<file path="src/rtl/simd_pkg.sv">
package simd_pkg;
  typedef enum logic [3:0] {
    OP_ADD  = 4'd0,
    OP_SUB  = 4'd1,
    OP_CEQ  = 4'd2,
    OP_CGT  = 4'd3,
    OP_SHL  = 4'd4,
    OP_SHR  = 4'd5,
    OP_SAR  = 4'd6,
    OP_AND  = 4'd8,
    OP_ANDN = 4'd9,
    OP_OR   = 4'd10,
    OP_XOR  = 4'd11
  } alu_op_e;

  typedef enum logic [1:0] {
    SAT_WRAP = 2'd0,
    SAT_S    = 2'd1,
    SAT_U    = 2'd2,
    SAT_WRP2 = 2'd3
  } sat_mode_e;

  localparam int NUM_SIZES = 4;
endpackage

</file>
<file path="src/rtl/simd_lane.sv">
module simd_lane
  import simd_pkg::*;
#(
  parameter int W      = 8,
  parameter bit SAT_OK = 1'b1
) (
  input  logic [W-1:0] a_i,
  input  logic [W-1:0] b_i,
  input  logic [3:0]   op_i,
  input  logic [1:0]   sat_i,
  input  logic [7:0]   cnt_i,
  output logic [W-1:0] res_o
);
  localparam logic [W-1:0] UMAX = '1;
  localparam logic [W-1:0] SMAX = {1'b0, {(W-1){1'b1}}};
  localparam logic [W-1:0] SMIN = {1'b1, {(W-1){1'b0}}};

  logic [W:0] uadd, usub, sadd, ssub;
  logic [W-1:0] add_r, sub_r, shl_r, shr_r, sar_r;
  logic big;

  assign uadd = {1'b0, a_i} + {1'b0, b_i};
  assign usub = {1'b0, a_i} - {1'b0, b_i};
  assign sadd = {a_i[W-1], a_i} + {b_i[W-1], b_i};
  assign ssub = {a_i[W-1], a_i} - {b_i[W-1], b_i};
  assign big  = 32'(cnt_i) >= W;

  always_comb begin
    add_r = uadd[W-1:0];
    sub_r = usub[W-1:0];
    if (SAT_OK && sat_i == SAT_U) begin
      add_r = uadd[W] ? UMAX : uadd[W-1:0];
      sub_r = usub[W] ? '0 : usub[W-1:0];
    end else if (SAT_OK && sat_i == SAT_S) begin
      if (sadd[W] != sadd[W-1]) add_r = sadd[W] ? SMIN : SMAX;
      else                      add_r = sadd[W-1:0];
      if (ssub[W] != ssub[W-1]) sub_r = ssub[W] ? SMIN : SMAX;
      else                      sub_r = ssub[W-1:0];
    end
  end

  always_comb begin
    if (big) begin
      shl_r = '0;
      shr_r = '0;
      sar_r = {W{a_i[W-1]}};
    end else begin
      shl_r = a_i << cnt_i;
      shr_r = a_i >> cnt_i;
      sar_r = W'($signed(a_i) >>> cnt_i);
    end
  end

  always_comb begin
    unique case (op_i)
      OP_ADD:  res_o = add_r;
      OP_SUB:  res_o = sub_r;
      OP_CEQ:  res_o = {W{a_i == b_i}};
      OP_CGT:  res_o = {W{$signed(a_i) > $signed(b_i)}};
      OP_SHL:  res_o = shl_r;
      OP_SHR:  res_o = shr_r;
      OP_SAR:  res_o = sar_r;
      default: res_o = '0;
    endcase
  end
endmodule

</file>
<file path="src/rtl/simd_logic.sv">
module simd_logic
  import simd_pkg::*;
#(
  parameter int DATA_W = 64
) (
  input  logic [DATA_W-1:0] a_i,
  input  logic [DATA_W-1:0] b_i,
  input  logic [3:0]        op_i,
  output logic [DATA_W-1:0] res_o
);
  always_comb begin
    unique case (op_i)
      OP_AND:  res_o = a_i & b_i;
      OP_ANDN: res_o = ~a_i & b_i;
      OP_OR:   res_o = a_i | b_i;
      OP_XOR:  res_o = a_i ^ b_i;
      default: res_o = '0;
    endcase
  end
endmodule

</file>
<file path="src/rtl/simd_alu.sv">
module simd_alu
  import simd_pkg::*;
#(
  parameter int DATA_W = 64,
  parameter int MIN_W  = 8,
  parameter int SAT_MAX_W = 16
) (
  input  logic              clk_i,
  input  logic              rst_ni,
  input  logic              valid_i,
  input  logic [3:0]        op_i,
  input  logic [1:0]        lane_sz_i,
  input  logic [1:0]        sat_i,
  input  logic [DATA_W-1:0] dst_i,
  input  logic [DATA_W-1:0] src_i,
  output logic              valid_o,
  output logic [DATA_W-1:0] result_o
);
  localparam int NBYTE = DATA_W / 8;

  logic [DATA_W-1:0] lane_res [NUM_SIZES];
  logic [DATA_W-1:0] logic_res, nxt_res;

  // one lane array per width; lane_sz_i picks among them
  for (genvar g = 0; g < NUM_SIZES; g++) begin : g_size
    localparam int W  = MIN_W << g;
    localparam int NL = DATA_W / W;
    for (genvar l = 0; l < NL; l++) begin : g_lane
      simd_lane #(.W(W), .SAT_OK(W <= SAT_MAX_W)) u_lane (
        .a_i  (dst_i[l*W +: W]),
        .b_i  (src_i[l*W +: W]),
        .op_i (op_i),
        .sat_i(sat_i),
        .cnt_i(src_i[7:0]),
        .res_o(lane_res[g][l*W +: W])
      );
    end
  end

  simd_logic #(.DATA_W(DATA_W)) u_logic (
    .a_i  (dst_i),
    .b_i  (src_i),
    .op_i (op_i),
    .res_o(logic_res)
  );

  assign nxt_res = op_i[3] ? logic_res : lane_res[lane_sz_i];

  always_ff @(posedge clk_i or negedge rst_ni) begin
    if (!rst_ni) begin
      valid_o  <= 1'b0;
      result_o <= '0;
    end else begin
      valid_o <= valid_i;
      if (valid_i) result_o <= nxt_res;
    end
  end

  function automatic bit bytes_mask(input logic [DATA_W-1:0] v);
    bit ok = 1'b1;
    for (int i = 0; i < NBYTE; i++)
      if (v[i*8 +: 8] != 8'h00 && v[i*8 +: 8] != 8'hff) ok = 1'b0;
    return ok;
  endfunction

  function automatic bit bytes_ge(input logic [DATA_W-1:0] r, input logic [DATA_W-1:0] d);
    bit ok = 1'b1;
    for (int i = 0; i < NBYTE; i++)
      if (r[i*8 +: 8] < d[i*8 +: 8]) ok = 1'b0;
    return ok;
  endfunction

  assert_hold_R10: assert property (@(posedge clk_i) disable iff (!rst_ni)
    !valid_i |=> $stable(result_o));

  assert_usat_floor_R3: assert property (@(posedge clk_i) disable iff (!rst_ni)
    (valid_i && op_i == OP_ADD && sat_i == SAT_U && lane_sz_i == 2'd0)
    |=> bytes_ge(result_o, $past(dst_i)));

  assert_cmp_mask_R7: assert property (@(posedge clk_i) disable iff (!rst_ni)
    (valid_i && (op_i == OP_CEQ || op_i == OP_CGT) && lane_sz_i == 2'd0)
    |=> bytes_mask(result_o));

  assert_big_shift_R8: assert property (@(posedge clk_i) disable iff (!rst_ni)
    (valid_i && (op_i == OP_SHL || op_i == OP_SHR) && src_i[7:0] >= 8'(DATA_W))
    |=> result_o == '0);

  assert_bad_op_R12: assert property (@(posedge clk_i) disable iff (!rst_ni)
    (valid_i && (op_i == 4'd7 || op_i >= 4'd12)) |=> result_o == '0);
endmodule

</file>
<file path="config.mk">
export PLATFORM = sky130hd
export DESIGN_NAME = simd_alu
export DESIGN_NICKNAME = d
export VERILOG_FILES = /design/src/rtl/simd_pkg.sv /design/src/rtl/simd_lane.sv /design/src/rtl/simd_logic.sv /design/src/rtl/simd_alu.sv
export SDC_FILE = /design/constraint.sdc
export NUM_CORES = 2
export LEC_CHECK = 0
export BUFFER_PORTS_ARGS = -buffer_cell sky130_fd_sc_hd__buf_2
export CELL_PAD_IN_SITES_DETAIL_PLACEMENT = 2
export CELL_PAD_IN_SITES_GLOBAL_PLACEMENT = 2
export CORE_AREA = 2 2 505 507
export CTS_BUF_LIST = sky130_fd_sc_hd__clkbuf_4
export DETAILED_ROUTE_END_ITERATION = 8
export DIE_AREA = 0 0 507 509
export GPL_TIMING_DRIVEN = 0
export MAX_ROUTING_LAYER = met4
export PLACE_DENSITY_LB_ADDON = 0.15
export SYNTH_ARGS = -nofsm -noshare
export SYNTH_HDL_FRONTEND = slang
export SYNTH_HIERARCHICAL = 1
export SYNTH_SLANG_ARGS = --single-unit
export TNS_END_PERCENT = 50
</file>
<file path="constraint.sdc">
create_clock -name clk_i -period 1 [get_ports clk_i]
set_input_delay 0.3 -clock clk_i [delete_from_list [all_inputs] [get_ports clk_i]]
set_output_delay 0.3 -clock clk_i [all_outputs]
set_load 0.1 [all_outputs]
</file>
Yosys cells after proc, flatten, opt, wreduce, memory -nomap -nowiden

Cells that the tools add are included.
Widths: inputs -> output; s select.

Logic and storage cells: 364
Bits of input ports: 139
Output and inout port bits: 65
Flip-flop bits (word level): 65

Magnitude comparators: 20
Reduce and logical (&&, ||, !) cells: 1
Add/subtract/negate cells: 54
Bitwise logic cells: 6
Mux-type cells: 185
Shift operators: 45
Equal/unequal tests: 51

Operators with widths:

| operator         | count |
|---|---|
| $mux 16          | 52 |
| $mux 8           | 104 |
| $pmux 16 s7      | 4 |
| $pmux 32 s7      | 2 |
| $pmux 64 s7      | 1 |
| $pmux 8 s7       | 8 |
| $mux 64          | 6 |
| $pmux 64 s4      | 1 |
| $mux 32          | 6 |
| $add 8x8->9      | 16 |
| $sub 8x8->9      | 16 |
| $add 16x16->17   | 8 |
| $sub 16x16->17   | 8 |
| $and 64x64->64   | 2 |
| $bmux 64 s2      | 1 |
| $add 32x32->32   | 2 |
| $add 64x64->64   | 1 |
| $eq 16x16->1     | 4 |
| $eq 32x32->1     | 2 |
| $eq 64x64->1     | 1 |
| $eq 8x8->1       | 8 |
| $gt 16x16->1     | 4 |
| $gt 32x32->1     | 2 |
| $gt 64x64->1     | 1 |
| 32 further kinds | 102 |

Logic depth before layout (Yosys ltp)

Depth after elaboration: 10
Mapped depth: 18
Mapped depth without buffers: 16

By module

The synthesis kept the hierarchy.

By module, submodules not included:

| module                                     | seq. area each (sq um) | area each (sq um) | cells each | instances |
|---|---|---|---|---|
| simd_lane (g_size[3].g_lane[0].u_lane)     | 0.0                    | 18574.1           | 2926       | 1 |
| simd_lane (g_size[2].g_lane[0].u_lane ...) | 0.0                    | 8408.1            | 1323       | 2 |
| simd_lane (g_size[1].g_lane[0].u_lane ...) | 0.0                    | 4139.0            | 609        | 4 |
| simd_lane (g_size[0].g_lane[0].u_lane ...) | 0.0                    | 1966.9            | 289        | 8 |
| simd_alu                                   | 1626.6                 | 4394.2            | 300        | 1 |
| simd_logic                                 | 0.0                    | 3243.1            | 548        | 1 |

Worst setup path before layout

OpenSTA, ideal clock, no wires.

Path kind: input to register
From: in dst_i[0]
To: reg result_o[62]
Slack: -3.135 ns
Stages: 17
Arrival: 4.008 ns
Path buffers: 1
Library setup time: 0.126 ns
Data required time: 0.874 ns
Path through: clkbuf_1 inv_1 ha_1 fa_1 nor2b_1 o21ai_1 a21oi_1 nor2_1 o31ai_2 a31oi_1 o21bai_1 a21oi_1 o31ai_2 mux2i_1 or4_1 mux4_2 a221o_1

RTL lines:

| what                   | RTL line       | source |
|---|---|---|
| start: declaration     | simd_alu.sv:14 | `input logic [DATA_W-1:0] dst_i,` |
| end signal: assignment | simd_alu.sv:55 | `if (valid_i) result_o <= nxt_res;` |
| end: declaration       | simd_alu.sv:17 | `output logic [DATA_W-1:0] result_o` |

==> impl_metrics.py <==
metrics = {
    "timing": {
        "clock_skew_ps": 0,
        "min_period_ps": 4383,
        "post-route-period-util": 4.383,
        "relSlewSlack": 0.07680,
        "timing.hold.ws_ps": 119.5,
        "clock.fmax_mhz": 228.2,
        "slew_violations": 0,
        "setup_slack_ps": -3383,
        "finalSetupViolations": 129,
        "hold_viol": 0,
        "rsz0062_at_grt": "yes",
        "tightest_slew_ps": 1385,
    },
    "power_and_ir_drop": {
        "fin_total_pwr_uw": 69130,
        "power_leakage_uw": 0.03731,
        "worst_ir_drop_vdd_v": 0.0007676,
        "p_per_area_nw_per_um2": 735.6,
    },
    "yosys": {
        "synth.avg_cell_area_um2": 6.744,
        "ys_seq_area_frac": 0.02160,
        "synthArstFlopShare": 1.000,
        "synth_cell_types": 126,
        "syn-cell-area_um2": 75320,
        "syn_inst": 11170,
        "syn-num-nets": 11910,
        "synth_seq_cells": 65,
        "synth_edf_count": 0,
        "ys.flop_type": "dfrtp_1",
        "ys_warn_count": 6,
    },
    "global_route": {
        "grt_max_degree": 58,
        "grt_antenna_before_repair": 86,
        "overflow": 0,
        "first_global_vias": 105800,
        "grt_usage": 0.4837,
        "grt_pass1_wl_mm": 871.3,
    },
    "worst_hold_path": {
        "hp-class": "in2reg",
        "holdPathEnd": "result_o[54]",
        "hold_depth": 5,
        "worstHoldStart": "src_i[54]",
    },
    "clocking": {
        "cts.sinks": 65,
        "cts_buffers": 9,
        "htreeDepth": 3,
        "cts.reportedPaths.clkPinSlew_ps": 170,
        "cts_tree": "yes",
        "cts-root-buf": "clkbuf_4",
        "worstSkewPairLatency_ps": 720,
        "cts.path.max_buffers": 2,
    },
    "run_status": {
        "status": "complete, but fails checks",
        "violations": "negative setup slack",
    },
    "routing": {
        "dr.pass1.iters": 7,
        "ant_nets": 0,
        "drc": 0,
        "drt_wl_total_mm": 647.7,
        "wl_per_cell_um": 42.52,
        "avgViaCountPerCell": 7.024,
        "drt_iter0_markers": 13640,
        "vias": 107000,
    },
    "critical_path": {
        "crit_slowest_cell": "o211ai_1",
        "reg2regPathDepth": 1,
        "rrSetupSlack_ps": -10,
        "endpoint_kind": "register",
        "critical_path_class": "in2reg",
        "arrival_ps": 5050,
        "worst_r2r_endpoint": "result_o[51]",
        "cp_top_family": "compound AO/OA/AOI/OAI gates",
        "cp_cell_sequence": "buf_8 -> buf_16 -> inv_1 -> nor3_2 -> nand2_1 -> o311a_1 -> a21oi_1 -> a21oi_1 -> o211ai_1 -> mux4_2 -> a221o_1",
        "critical_path_buf_inv_count": 3,
        "timing.critical_path.mode_cell": "a21oi_1",
        "slowest_delay_ps": 660,
        "cp-start-kind": "primary input",
        "path_max_fanout": 54,
        "crit_required_ps": 1660,
        "rr_startpoint": "result_o[51]",
    },
    "layout": {
        "drive_gt1_frac": 0.2019,
        "syn_to_final_growth_pct": 24.77,
        "fillers": 29570,
        "final_nets": 12510,
    },
    "die": {
        "die_y_um": 509,
        "placeableCoreArea_um2": 252800,
        "dieArea_um2": 258100,
        "boundaryPins": 204,
        "row_count": 185,
        "die_x_um": 507,
        "initial_utilization": 0.2980,
    },
    "placed_design": {
        "port_buffers": 201,
        "gp_congestion": 1.115,
        "place_hpwl_mm": 459.2,
    },
    "job": {
        "drv_cap": 0,
    },
}
-- how the worst max path moves through the flow --
stage / startpoint / end / slack (ps) / depth (start not counted)
floorplan: dst_i[0] / result_o[57] / -2900 / 18
global placement: src_i[7] / result_o[26] / -9280 / 15
detailed placement: dst_i[22] / result_o[35] / -6990 / 15
CTS: src_i[7] / result_o[41] / -3090 / 17
global route: dst_i[1] / result_o[19] / -3460 / 18
finish: op_i[0] / result_o[19] / -3380 / 11
-- cells in the final DEF (no fill, tap or decap), types with 237 or more instances in the layout --
cell and n:
nor2_1 1052, inv_1 650, clkbuf_1 286, ha_1 516
mux2i_1 325, nand2_1 962, a21oi_1 1064, o21ai_0 585
buf_2 237, nand3_1 287, buf_4 345, nor3_1 288
-- Yosys cell counts (81+ instances only) --
cell | number | area, um^2
a21oi_1 | 1156 | 5786
and3_1 | 116 | 725.7
nand2b_1 | 206 | 1289
o21ai_0 | 668 | 3343
nor3_1 | 317 | 1587
xnor2_1 | 225 | 1971
nand4_1 | 105 | 656.9
o2111ai_1 | 115 | 1007
o22ai_1 | 129 | 807.0
buf_2 | 246 | 1231
nor2_1 | 1088 | 4084
mux4_2 | 203 | 4572
xor2_1 | 121 | 1060
inv_1 | 678 | 2545
ha_1 | 573 | 7169
a21o_1 | 155 | 1164
nor2b_1 | 188 | 1176
mux2_2 | 137 | 1543
o211ai_1 | 156 | 1171
clkbuf_1 | 408 | 1531
nand3_1 | 310 | 1551
buf_1 | 86 | 322.8
mux2i_1 | 366 | 3664
a31oi_1 | 115 | 719.4
nand2_1 | 990 | 3716
o21ai_1 | 125 | 625.6
a211o_1 | 81 | 709.4
nor4_1 | 109 | 681.9
o21bai_1 | 124 | 930.9
a211oi_1 | 239 | 1794
-- area by class of cell --
class / instances / area [um^2] / area share
clock buffers: 10 / 75.07 / 0.0007988
multi-input cells: 9570 / 71750 / 0.7635
plain buffers: 824 / 5365 / 0.05709
flip-flops and latches: 65 / 1634 / 0.01739
clock inverters: 6 / 58.81 / 0.0006258
repair buffers: 602 / 7970 / 0.08481
well taps: 3366 / 4212 / 0.04481
inverters: 699 / 2689 / 0.02861
diodes: 90 / 225.2 / 0.002397
-- kinds of logic (layout without fill, tap and decap cells) --
kind of cell             count (synthesis)  in the layout  synth area share
buffers and inverters                 1533           2141           0.08957
flip-flops                              65             65           0.02160
XOR/XNOR                               346            346           0.04023
AND/OR/NAND/NOR                       3877           3877            0.2543
AO/OA/AOI/OAI                         4034           4034            0.3600
other                                    0             90                 0
adder cells (fa/ha/maj)                603            603            0.1032
multiplexers                           710            710            0.1312
-- report_power, final --
group          switching, uW  internal, uW
Sequential               417          2900
Clock                   1730           766
Combinational          43200         20200
Total                  45300         23800
-- per-layer routing --
layer / share of wire / global-route usage / routed length (um) / vias to the layer above
met2: 0.41 / 0.6825 / 265500 / 6840
met3: 0.12 / 0.1544 / 79730 / 1683
met5: 0 / - / 0 / -
met4: 0.063 / 0.2430 / 40530 / 0
li1: - / - / - / 43150
met1: 0.40 / 0.6134 / 261900 / 55320
-- registers in the layout (all words and copies together) (netlist names) --
signal	cells
valid_o	1
result_o	64
-- stage by stage --
stage	setup WS, ps	utilization	cells	instance area [um^2]	setup TNS, ps
after global placement	-9276	0.3195	14740	80760	-601450
after global routing	-3465	0.3716	15210	93930	-260420
after CTS	-3086	0.3617	15050	91430	-243430
after detailed placement	-6986	0.3221	14760	81420	-406500
final	-3383	0.3718	15230	93980	-259190
after floorplan	-2897	-	11170	75550	-186180
-- repair_timing --
item	CTS	global route
buffers inserted	249	90
cloned	28	13
hold buffers	2	0
resized for setup	1727	294
endpoints found under the hold margin	66	0
pin swaps	190	127
endpoints found under the setup margin	129	129
Power figures use the tool's default switching activity.
